## config.mk

```make
export PLATFORM = sky130hd
export DESIGN_NAME = rvdec_top
export DESIGN_NICKNAME = d
export VERILOG_FILES = /design/src/rtl/rvdec_pkg.sv /design/src/rtl/rvdec_ctrl.sv /design/src/rtl/rvdec_dpath.sv /design/src/rtl/rvdec_top.sv
export SDC_FILE = /design/constraint.sdc
export NUM_CORES = 1
export LEC_CHECK = 0
export BUFFER_PORTS_ARGS = -buffer_cell sky130_fd_sc_hd__buf_4
export CAP_MARGIN = 25
export CORE_ASPECT_RATIO = 0.9
export CORE_MARGIN = 1.5
export CORE_UTILIZATION = 30
export DETAILED_ROUTE_END_ITERATION = 8
export GPL_TIMING_DRIVEN = 1
export PLACE_DENSITY_LB_ADDON = 0.3
export SYNTH_ARGS = -nofsm -noshare
export SYNTH_HDL_FRONTEND = slang
export SYNTH_SLANG_ARGS = --single-unit
```

## constraint.sdc

```tcl
create_clock -name vclk -period 3.66
set_clock_uncertainty 0.05 [all_clocks]
set_input_delay 0.915 -clock vclk [all_inputs]
set_output_delay 0.915 -clock vclk [all_outputs]
set_load 0.05 [all_outputs]
```

## src/rtl/rvdec_pkg.sv

```systemverilog
package rvdec_pkg;

  localparam int INSTR_W = 32;
  localparam int REG_W   = 5;

  typedef enum logic [2:0] {
    FMT_NONE = 3'd0,
    FMT_R    = 3'd1,
    FMT_R4   = 3'd2,
    FMT_I    = 3'd3,
    FMT_S    = 3'd4,
    FMT_B    = 3'd5,
    FMT_U    = 3'd6,
    FMT_J    = 3'd7
  } fmt_e;

  typedef enum logic [3:0] {
    CLS_NONE   = 4'd0,
    CLS_LOAD   = 4'd1,
    CLS_STORE  = 4'd2,
    CLS_BRANCH = 4'd3,
    CLS_JAL    = 4'd4,
    CLS_JALR   = 4'd5,
    CLS_LUI    = 4'd6,
    CLS_AUIPC  = 4'd7,
    CLS_OP     = 4'd8,
    CLS_OPIMM  = 4'd9,
    CLS_FMA    = 4'd10
  } cls_e;

  typedef struct packed {
    fmt_e fmt;
    cls_e cls;
    logic regWrite;
    logic memRead;
    logic memWrite;
    logic isBranch;
    logic isJal;
    logic isJalr;
    logic aluSrcImm;
    logic illegal;
  } ctrl_t;

endpackage

```

## src/rtl/rvdec_ctrl.sv

```systemverilog
module rvdec_ctrl
  import rvdec_pkg::*;
(
  input  logic [6:0] opcodeBits,
  output ctrl_t      ctrl
);

  logic [1:0] rowSel;
  logic [2:0] colSel;
  logic       wideWord;
  cls_e       cellCls;

  assign rowSel   = opcodeBits[6:5];
  assign colSel   = opcodeBits[4:2];
  assign wideWord = (opcodeBits[1:0] == 2'b11);

  // two-dimensional opcode map: row picks the quadrant, column the cell
  always_comb begin
    cellCls = CLS_NONE;
    unique case (rowSel)
      2'b00: begin
        if (colSel == 3'b000)      cellCls = CLS_LOAD;
        else if (colSel == 3'b100) cellCls = CLS_OPIMM;
        else if (colSel == 3'b101) cellCls = CLS_AUIPC;
      end
      2'b01: begin
        if (colSel == 3'b000)      cellCls = CLS_STORE;
        else if (colSel == 3'b100) cellCls = CLS_OP;
        else if (colSel == 3'b101) cellCls = CLS_LUI;
      end
      2'b10: begin
        if (colSel[2] == 1'b0)     cellCls = CLS_FMA;
      end
      2'b11: begin
        if (colSel == 3'b000)      cellCls = CLS_BRANCH;
        else if (colSel == 3'b001) cellCls = CLS_JALR;
        else if (colSel == 3'b011) cellCls = CLS_JAL;
      end
      default: cellCls = CLS_NONE;
    endcase
  end

  always_comb begin
    ctrl = '0;
    ctrl.cls = wideWord ? cellCls : CLS_NONE;
    ctrl.illegal = (ctrl.cls == CLS_NONE);
    unique case (ctrl.cls)
      CLS_LOAD:   begin ctrl.fmt = FMT_I;  ctrl.regWrite = 1'b1; ctrl.memRead = 1'b1;  ctrl.aluSrcImm = 1'b1; end
      CLS_STORE:  begin ctrl.fmt = FMT_S;  ctrl.memWrite = 1'b1; ctrl.aluSrcImm = 1'b1; end
      CLS_BRANCH: begin ctrl.fmt = FMT_B;  ctrl.isBranch = 1'b1; end
      CLS_JAL:    begin ctrl.fmt = FMT_J;  ctrl.regWrite = 1'b1; ctrl.isJal = 1'b1; end
      CLS_JALR:   begin ctrl.fmt = FMT_I;  ctrl.regWrite = 1'b1; ctrl.isJalr = 1'b1; ctrl.aluSrcImm = 1'b1; end
      CLS_LUI:    begin ctrl.fmt = FMT_U;  ctrl.regWrite = 1'b1; ctrl.aluSrcImm = 1'b1; end
      CLS_AUIPC:  begin ctrl.fmt = FMT_U;  ctrl.regWrite = 1'b1; ctrl.aluSrcImm = 1'b1; end
      CLS_OP:     begin ctrl.fmt = FMT_R;  ctrl.regWrite = 1'b1; end
      CLS_OPIMM:  begin ctrl.fmt = FMT_I;  ctrl.regWrite = 1'b1; ctrl.aluSrcImm = 1'b1; end
      CLS_FMA:    begin ctrl.fmt = FMT_R4; ctrl.regWrite = 1'b1; end
      default:    ctrl.fmt = FMT_NONE;
    endcase
  end

  always_comb begin
    // a word with low bits other than 11 must never drive a strobe
    a_r1_narrow_quiet: assert (wideWord || (!ctrl.regWrite && !ctrl.memRead && !ctrl.memWrite
                                            && !ctrl.isBranch && !ctrl.isJal && !ctrl.isJalr
                                            && !ctrl.aluSrcImm));
    a_r10_illegal_no_fmt: assert (ctrl.illegal == (ctrl.fmt == FMT_NONE));
    a_r11_mem_exclusive: assert (!(ctrl.memRead && ctrl.memWrite));
    a_r11_no_wb_s_b: assert (!((ctrl.fmt == FMT_S || ctrl.fmt == FMT_B) && ctrl.regWrite));
    a_r12_flow_onehot: assert ($onehot0({ctrl.isBranch, ctrl.isJal, ctrl.isJalr, ctrl.memRead, ctrl.memWrite}));
  end

endmodule

```

## src/rtl/rvdec_dpath.sv

```systemverilog
module rvdec_dpath
  import rvdec_pkg::*;
#(
  parameter int XLEN = 32
) (
  input  logic [INSTR_W-1:7] instrHi,
  input  ctrl_t              ctrl,
  output logic [REG_W-1:0]   rdIdx,
  output logic [REG_W-1:0]   rs1Idx,
  output logic [REG_W-1:0]   rs2Idx,
  output logic [REG_W-1:0]   rs3Idx,
  output logic [2:0]         funct3,
  output logic [6:0]         funct7,
  output logic [XLEN-1:0]    imm
);

  logic signed [INSTR_W-1:0] immRaw;

  assign rdIdx  = instrHi[11:7];
  assign funct3 = instrHi[14:12];
  assign rs1Idx = instrHi[19:15];
  assign rs2Idx = instrHi[24:20];
  assign funct7 = instrHi[31:25];
  assign rs3Idx = instrHi[31:27];

  always_comb begin
    unique case (ctrl.fmt)
      FMT_I: immRaw = {{20{instrHi[31]}}, instrHi[31:20]};
      FMT_S: immRaw = {{20{instrHi[31]}}, instrHi[31:25], instrHi[11:7]};
      FMT_B: immRaw = {{19{instrHi[31]}}, instrHi[31], instrHi[7], instrHi[30:25], instrHi[11:8], 1'b0};
      FMT_J: immRaw = {{11{instrHi[31]}}, instrHi[31], instrHi[19:12], instrHi[20], instrHi[30:21], 1'b0};
      FMT_U: immRaw = {instrHi[31:12], 12'h000};
      default: immRaw = '0;
    endcase
  end

  assign imm = XLEN'(immRaw);

  always_comb begin
    a_r6_r7_even_offset: assert (!(ctrl.fmt == FMT_B || ctrl.fmt == FMT_J) || imm[0] == 1'b0);
    a_r8_upper_low_zero: assert (ctrl.fmt != FMT_U || imm[11:0] == 12'h000);
    a_r9_no_imm_reg: assert (!(ctrl.fmt == FMT_R || ctrl.fmt == FMT_R4 || ctrl.fmt == FMT_NONE) || imm == '0);
    a_r4_sign_top: assert (!(ctrl.fmt == FMT_I || ctrl.fmt == FMT_S || ctrl.fmt == FMT_B
                             || ctrl.fmt == FMT_J || ctrl.fmt == FMT_U)
                           || imm[XLEN-1] == instrHi[31]);
  end

endmodule

```

## src/rtl/rvdec_top.sv

```systemverilog
module rvdec_top
  import rvdec_pkg::*;
#(
  parameter int XLEN = 32
) (
  input  logic [31:0]     instrWord,
  output logic [4:0]      rdIdx,
  output logic [4:0]      rs1Idx,
  output logic [4:0]      rs2Idx,
  output logic [4:0]      rs3Idx,
  output logic [2:0]      funct3,
  output logic [6:0]      funct7,
  output logic [2:0]      fmt,
  output logic [3:0]      opClass,
  output logic            regWrite,
  output logic            memRead,
  output logic            memWrite,
  output logic            isBranch,
  output logic            isJal,
  output logic            isJalr,
  output logic            aluSrcImm,
  output logic [XLEN-1:0] imm,
  output logic            illegal
);

  ctrl_t ctrlBus;

  rvdec_ctrl u_ctrl (
    .opcodeBits (instrWord[6:0]),
    .ctrl       (ctrlBus)
  );

  rvdec_dpath #(.XLEN(XLEN)) u_dpath (
    .instrHi (instrWord[31:7]),
    .ctrl    (ctrlBus),
    .rdIdx   (rdIdx),
    .rs1Idx  (rs1Idx),
    .rs2Idx  (rs2Idx),
    .rs3Idx  (rs3Idx),
    .funct3  (funct3),
    .funct7  (funct7),
    .imm     (imm)
  );

  assign fmt       = ctrlBus.fmt;
  assign opClass   = ctrlBus.cls;
  assign regWrite  = ctrlBus.regWrite;
  assign memRead   = ctrlBus.memRead;
  assign memWrite  = ctrlBus.memWrite;
  assign isBranch  = ctrlBus.isBranch;
  assign isJal     = ctrlBus.isJal;
  assign isJalr    = ctrlBus.isJalr;
  assign aluSrcImm = ctrlBus.aluSrcImm;
  assign illegal   = ctrlBus.illegal;

endmodule

```

==> flow_summary.json, run 1 <==
{
  "fp.dieH_um": 56.0,
  "p_comb_share_pct": 100.0,
  "tightest_slew_ns": 0.688,
  "syn_area_sq_um": 936,
  "grt_pass1_wl_um": 4530,
  "crit_fanout": 12,
  "die_w_um": 61.9,
  "wirelength_um": 3050,
  "leakage_nw": 0.972,
  "syn2layout_area_growth_pct": 68.0,
  "dp_hpwl_um": 2550,
  "drc": 0,
  "critPathCaptureType": "primary output",
  "startpoint": "instrWord[2]",
  "tns_ns": 0,
  "syn_nets": 166,
  "n_antenna_cell": 0,
  "dpl.cell_count": 251,
  "syn_avg_cell_area_sq_um": 6.98,
  "layoutNonFillerInstCount": 251,
  "fmax_mhz": 291,
  "yosys_warnings": 0,
  "total_power_w": 0.000224,
  "worst_ep_required_time_ns": 2.69,
  "fin_crit_sh_pct": 93.8,
  "grt_max_degree": 17,
  "antenna_left": 0,
  "final_cell_area_sq_um": 1570,
  "grt_overflow": 0,
  "rsz0062_at_grt": "false",
  "hold_viol": 0,
  "max_slew_margin_pct": 54.1,
  "wl_per_cell_um": 12.2,
  "multi_input_area_sq_um": 664,
  "crit_arrival_ns": 2.47,
  "seq_cells": 0,
  "worstSetupStartpointType": "input port",
  "cp-endpoint": "imm[16]",
  "post_cts_resized": 0,
  "p_int_w": 0.0000732,
  "start_util_pct": 31.0,
  "criticalPathCategory": "in -> out",
  "seqCellArea_sq_um": 0,
  "vias": 1167,
  "setup_viol": 0,
  "period_minus_slack_ns": 3.43,
  "drive_above_1_share_pct": 60.3,
  "postCtsHoldBufs": 0,
  "yosysSeqAreaShare_pct": 0,
  "num_rows": 19,
  "drt-initial-drc-count": 31,
  "powerDensity_nw_per_um2": 142,
  "outcome": "finished, final reports clean",
  "slew_viol_final": 0,
  "die_area_sq_um": 3460,
  "viasPerCell": 4.65,
  "finalNetCount": 243,
  "clockBufferCount": 0,
  "synth_cell_types": 38,
  "post_dp_cell_area_sq_um": 1570,
  "port_buffers": 109,
  "cap_violations": 0,
  "io_pins": 109,
  "postCtsSetupBuffers": 0,
  "switching_share_pct": 67.3,
  "synth_cells": 134,
  "antenna_found_initial": 0,
  "grt_pass1_vias": 957,
  "power_frac_clock_pct": 0,
  "gp_congestion": 0.841,
  "drt_first_pass_iters": 4,
  "p_sw_w": 0.000150,
  "ir_drop_mv": 0.0486,
  "min-delay-start": "instrWord[15]",
  "fill_cells": 302,
  "grt_usage_pct": 16.0,
  "design.core.area_sq_um": 3020,
  "p_seq_share_pct": 0,
  "hold_path.class": "in -> out"
}
## layer usage
| layer | GRT usage (%) | part of all wire (%) |
|---|---|---|
| met5 | 0 | 0 |
| met4 | 0 | 0 |
| met3 | 0 | 5.6 |
| met2 | 28.6 | 50 |
| met1 | 22.6 | 44 |
## worst min-delay path by stage
stage          slack [ns]  depth (start not counted)         to
3_5_place_dp         2.04                          2  rs1Idx[0]
4_1_cts              2.05                          2  funct3[2]
5_1_grt              2.05                          2  funct3[2]
3_3_place_gp         2.05                          2  funct3[2]
6_report             2.05                          2  rs1Idx[0]
2_1_floorplan        1.95                          1  funct3[0]
## worst max-delay path: stages
cell and delay [ns]:
buf_4 0.15, or3_4 0.42, a211oi_4 0.32, o21a_1 0.35, a21o_1 0.13, buf_4 0.19
## power by group through the flow
stage          clock (W)  combinational (W)  sequential (W)
2_1_floorplan          0           0.000165               0
3_3_place_gp           0           0.000224               0
3_5_place_dp           0           0.000224               0
4_1_cts                0           0.000225               0
5_1_grt                0           0.000235               0
6_report               0           0.000224               0
## stage by stage
step	worst slack [ns]	hold WS [ns]	util (%)
final	0.225	2.05	52.1
after global routing	0.148	2.05	52.1
after CTS	0.225	2.05	52.1
after detailed placement	0.225	2.04	52.1
after global placement	0.269	2.05	52.1
after floorplan	0.0151	1.95	-
## final cells by class
| class | count | area share [%] |
|---|---|---|
| Timing Repair Buffer | 113 | 53.9 |
| Multi-Input combinational cell | 94 | 42.2 |
| Inverter | 2 | 0.477 |
| Tap cell | 42 | 3.34 |
## cells by family after synthesis
family          share of synthesized area [%]
simple gates                             31.6
buf+inv                                  30.2
compound gates                           38.2
## cell usage after synthesis (2+ instances only)
cell type	count	share of area, %
nor3_1	2	1.1
a21o_1	21	17
nand2b_1	3	2.0
buf_4	32	26
nor3b_1	3	2.4
nand3_1	2	1.1
inv_1	2	0.80
a211o_1	2	1.9
a22o_1	4	3.7
a21oi_2	2	1.9
a21oi_1	6	3.2
nand2_1	7	2.8
nor2b_1	3	2.0
buf_2	4	2.1
and2_1	9	6.0
nor2_1	10	4.0
## layout by cell type, fill, tap and decap left out, drive strengths merged
cell	n
a211o	2
a22o	4
o211ai	1
nand4b	1
o21a	1
a211oi	3
a21oi	8
or2	2
o21ai	2
and3b	1
inv	2
nor4	2
nand2	7
nor2	10
nor2b	4
and2	10
a221oi	1
nor3b	3
nand2b	3
buf	113
nand3	2
o41ai	1
nor3	3
a221o	1
a21o	21
or3	1
(Power assumes the default switching activity.)
==> run 2, diff against run 1 <==
--- a/config.mk
+++ b/config.mk
@@ -5,8 +5,9 @@
 export SDC_FILE = /design/constraint.sdc
 export NUM_CORES = 1
 export LEC_CHECK = 0
+export ABC_AREA = 1
 export BUFFER_PORTS_ARGS = -buffer_cell sky130_fd_sc_hd__buf_4
-export CAP_MARGIN = 25
+export CAP_MARGIN = 20
 export CORE_ASPECT_RATIO = 0.9
 export CORE_MARGIN = 1.5
 export CORE_UTILIZATION = 30
==> run 2 against run 1 <==
  * Die area grew 9.9%
  * Critical path type unchanged
  * Cell count increased by 20%
  * Maximum frequency is 0.24% higher
  * Non-clock buffer count up 2
  * Hold slack hardly changed
  * Sequential share of layout area unchanged
  * Synthesized area is 10% higher
  * Critical path depth grew 5
==> flow_summary.json, run 2 <==
{
  "fp.dieH_um": 58.7,
  "start_util_pct": 31.1,
  "post_cts_resized": 0,
  "grt_usage_pct": 16.9,
  "synth_cell_types": 25,
  "dp_hpwl_um": 2910,
  "setup_viol": 0,
  "whs_ns": 2.05,
  "worst_ep_required_time_ns": 2.69,
  "max_slew_margin_pct": 59.7,
  "worstSetupStartpointType": "input port",
  "final_common_cell": "buf_4",
  "outcome": "finished, final reports clean",
  "criticalPathCategory": "in -> out",
  "crit_fanout": 13,
  "io_pins": 109,
  "yosysTopAreaCell": "buf_4",
  "crit_arrival_ns": 2.46,
  "grt_max_degree": 20,
  "grt_pass1_wl_um": 5340,
  "syn_avg_cell_area_sq_um": 5.68,
  "period_minus_slack_ns": 3.43,
  "slew_viol_final": 0,
  "grt_pass1_vias": 1154,
  "total_power_w": 0.000302,
  "postCtsHoldBufs": 0,
  "n_antenna_cell": 0,
  "fill_cells": 347,
  "finalNetCount": 292,
  "synth_cells": 182,
  "hold_viol": 0,
  "critPathCaptureType": "primary output",
  "fin_crit_sh_pct": 93.6,
  "num_rows": 20,
  "synthTopCellsByArea": "buf_4, nand3_1, nand2_1",
  "syn2layout_area_growth_pct": 65.6,
  "yosysTopAreaCellShare_pct": 23.2,
  "vias": 1431,
  "grt_overflow": 0,
  "postCtsSetupBuffers": 0,
  "synth.most_common_cell": "nand2_1",
  "gp_congestion": 0.849,
  "tightest_slew_ns": 0.604,
  "drt_first_pass_iters": 4,
  "yosysSeqAreaShare_pct": 0,
  "wl_per_cell_um": 11.8,
  "wirelength_um": 3550,
  "rsz0062_at_grt": "false",
  "antenna_left": 0,
  "yosys_warnings": 0,
  "place_ws_ns": 0.0433,
  "die_w_um": 64.9,
  "post_dp_cell_area_sq_um": 1710,
  "die_area_sq_um": 3810,
  "seqCellArea_sq_um": 0,
  "cap_violations": 0,
  "viasPerCell": 4.74,
  "drt-initial-drc-count": 79,
  "drive_above_1_share_pct": 54.7,
  "clockBufferCount": 0,
  "leakage_nw": 1.03,
  "design.core.area_sq_um": 3330,
  "hold_path.class": "in -> out",
  "synth.top_cells.by_count": "nand2_1, buf_4, nand3_1",
  "final_cell_area_sq_um": 1710,
  "port_buffers": 109,
  "syn_nets": 214,
  "syn_area_sq_um": 1030,
  "drc": 0,
  "fmax_mhz": 292,
  "antenna_found_initial": 0,
  "seq_cells": 0,
  "ir_drop_mv": 0.0790,
  "powerDensity_nw_per_um2": 177,
  "layout_common_cells": "buf_4, nand2_1, nand3_1, inv_1, nand4_1",
  "setup_ws_ns": 0.234
}
run 2: cell types whose count changed in the layout (fill, tap and decap cells not counted), moves of 5 or more:
cell / delta
a21o_1: -21
and2_1: -9
inv_1: +13
nand2_1: +27
nand3_1: +29
nand4_1: +14
nor2_2: +5
run 2: routing by layer:
layer / vias up / global-route usage, % / wire length, um
li1: 731 / - / -
met1: 635 / 23.5 / 1520
met2: 65 / 30.2 / 1720
met3: 0 / 1.91 / 312
met4: 0 / 0 / 0
met5: - / 0 / 0
run 2: worst max-delay path, cell delays in order:
cell	delay (ns)
buf_4	0.14
inv_2	0.07
nand2_1	0.07
o21ai_1	0.17
inv_1	0.09
nor2_4	0.19
nand2_1	0.33
nand3_1	0.19
nand2_1	0.06
inv_1	0.05
buf_4	0.19
run 2: cell families after synthesis:
| family | count (synthesis) | share of synthesized area (%) |
|---|---|---|
| buffers and inverters | 58 | 34.0 |
| AND/OR/NAND/NOR | 104 | 53.5 |
| AO/OA/AOI/OAI | 20 | 12.5 |
run 2: final cells by class:
cell class                 instances  area (sq um)  area share (%)
timing repair buffer             115           863            50.4
inverter                          19          71.3            4.17
tap                               44          55.1            3.22
multi-input combinational        124           722            42.2
run 2: final timing paths:
kind	start	endpoint	slack, ns	depth (start not counted)
setup / recovery	instrWord[6]	imm[31]	0.23	11
hold / removal	instrWord[14]	funct3[2]	2.05	2
run 2: report_power, final:
part / switching [W] / internal (W)
registers: 0 / 0
logic: 0.000211 / 0.0000915
clock network: 0 / 0
total: 0.000211 / 0.0000915
run 2: per-stage QoR:
stage          TNS [ns]  util (%)  std cells
2_1_floorplan    -0.307         -        182
3_3_place_gp          0      51.2        302
3_5_place_dp          0      51.2        302
4_1_cts               0      51.2        302
5_1_grt               0      51.4        302
6_report              0      51.4        302
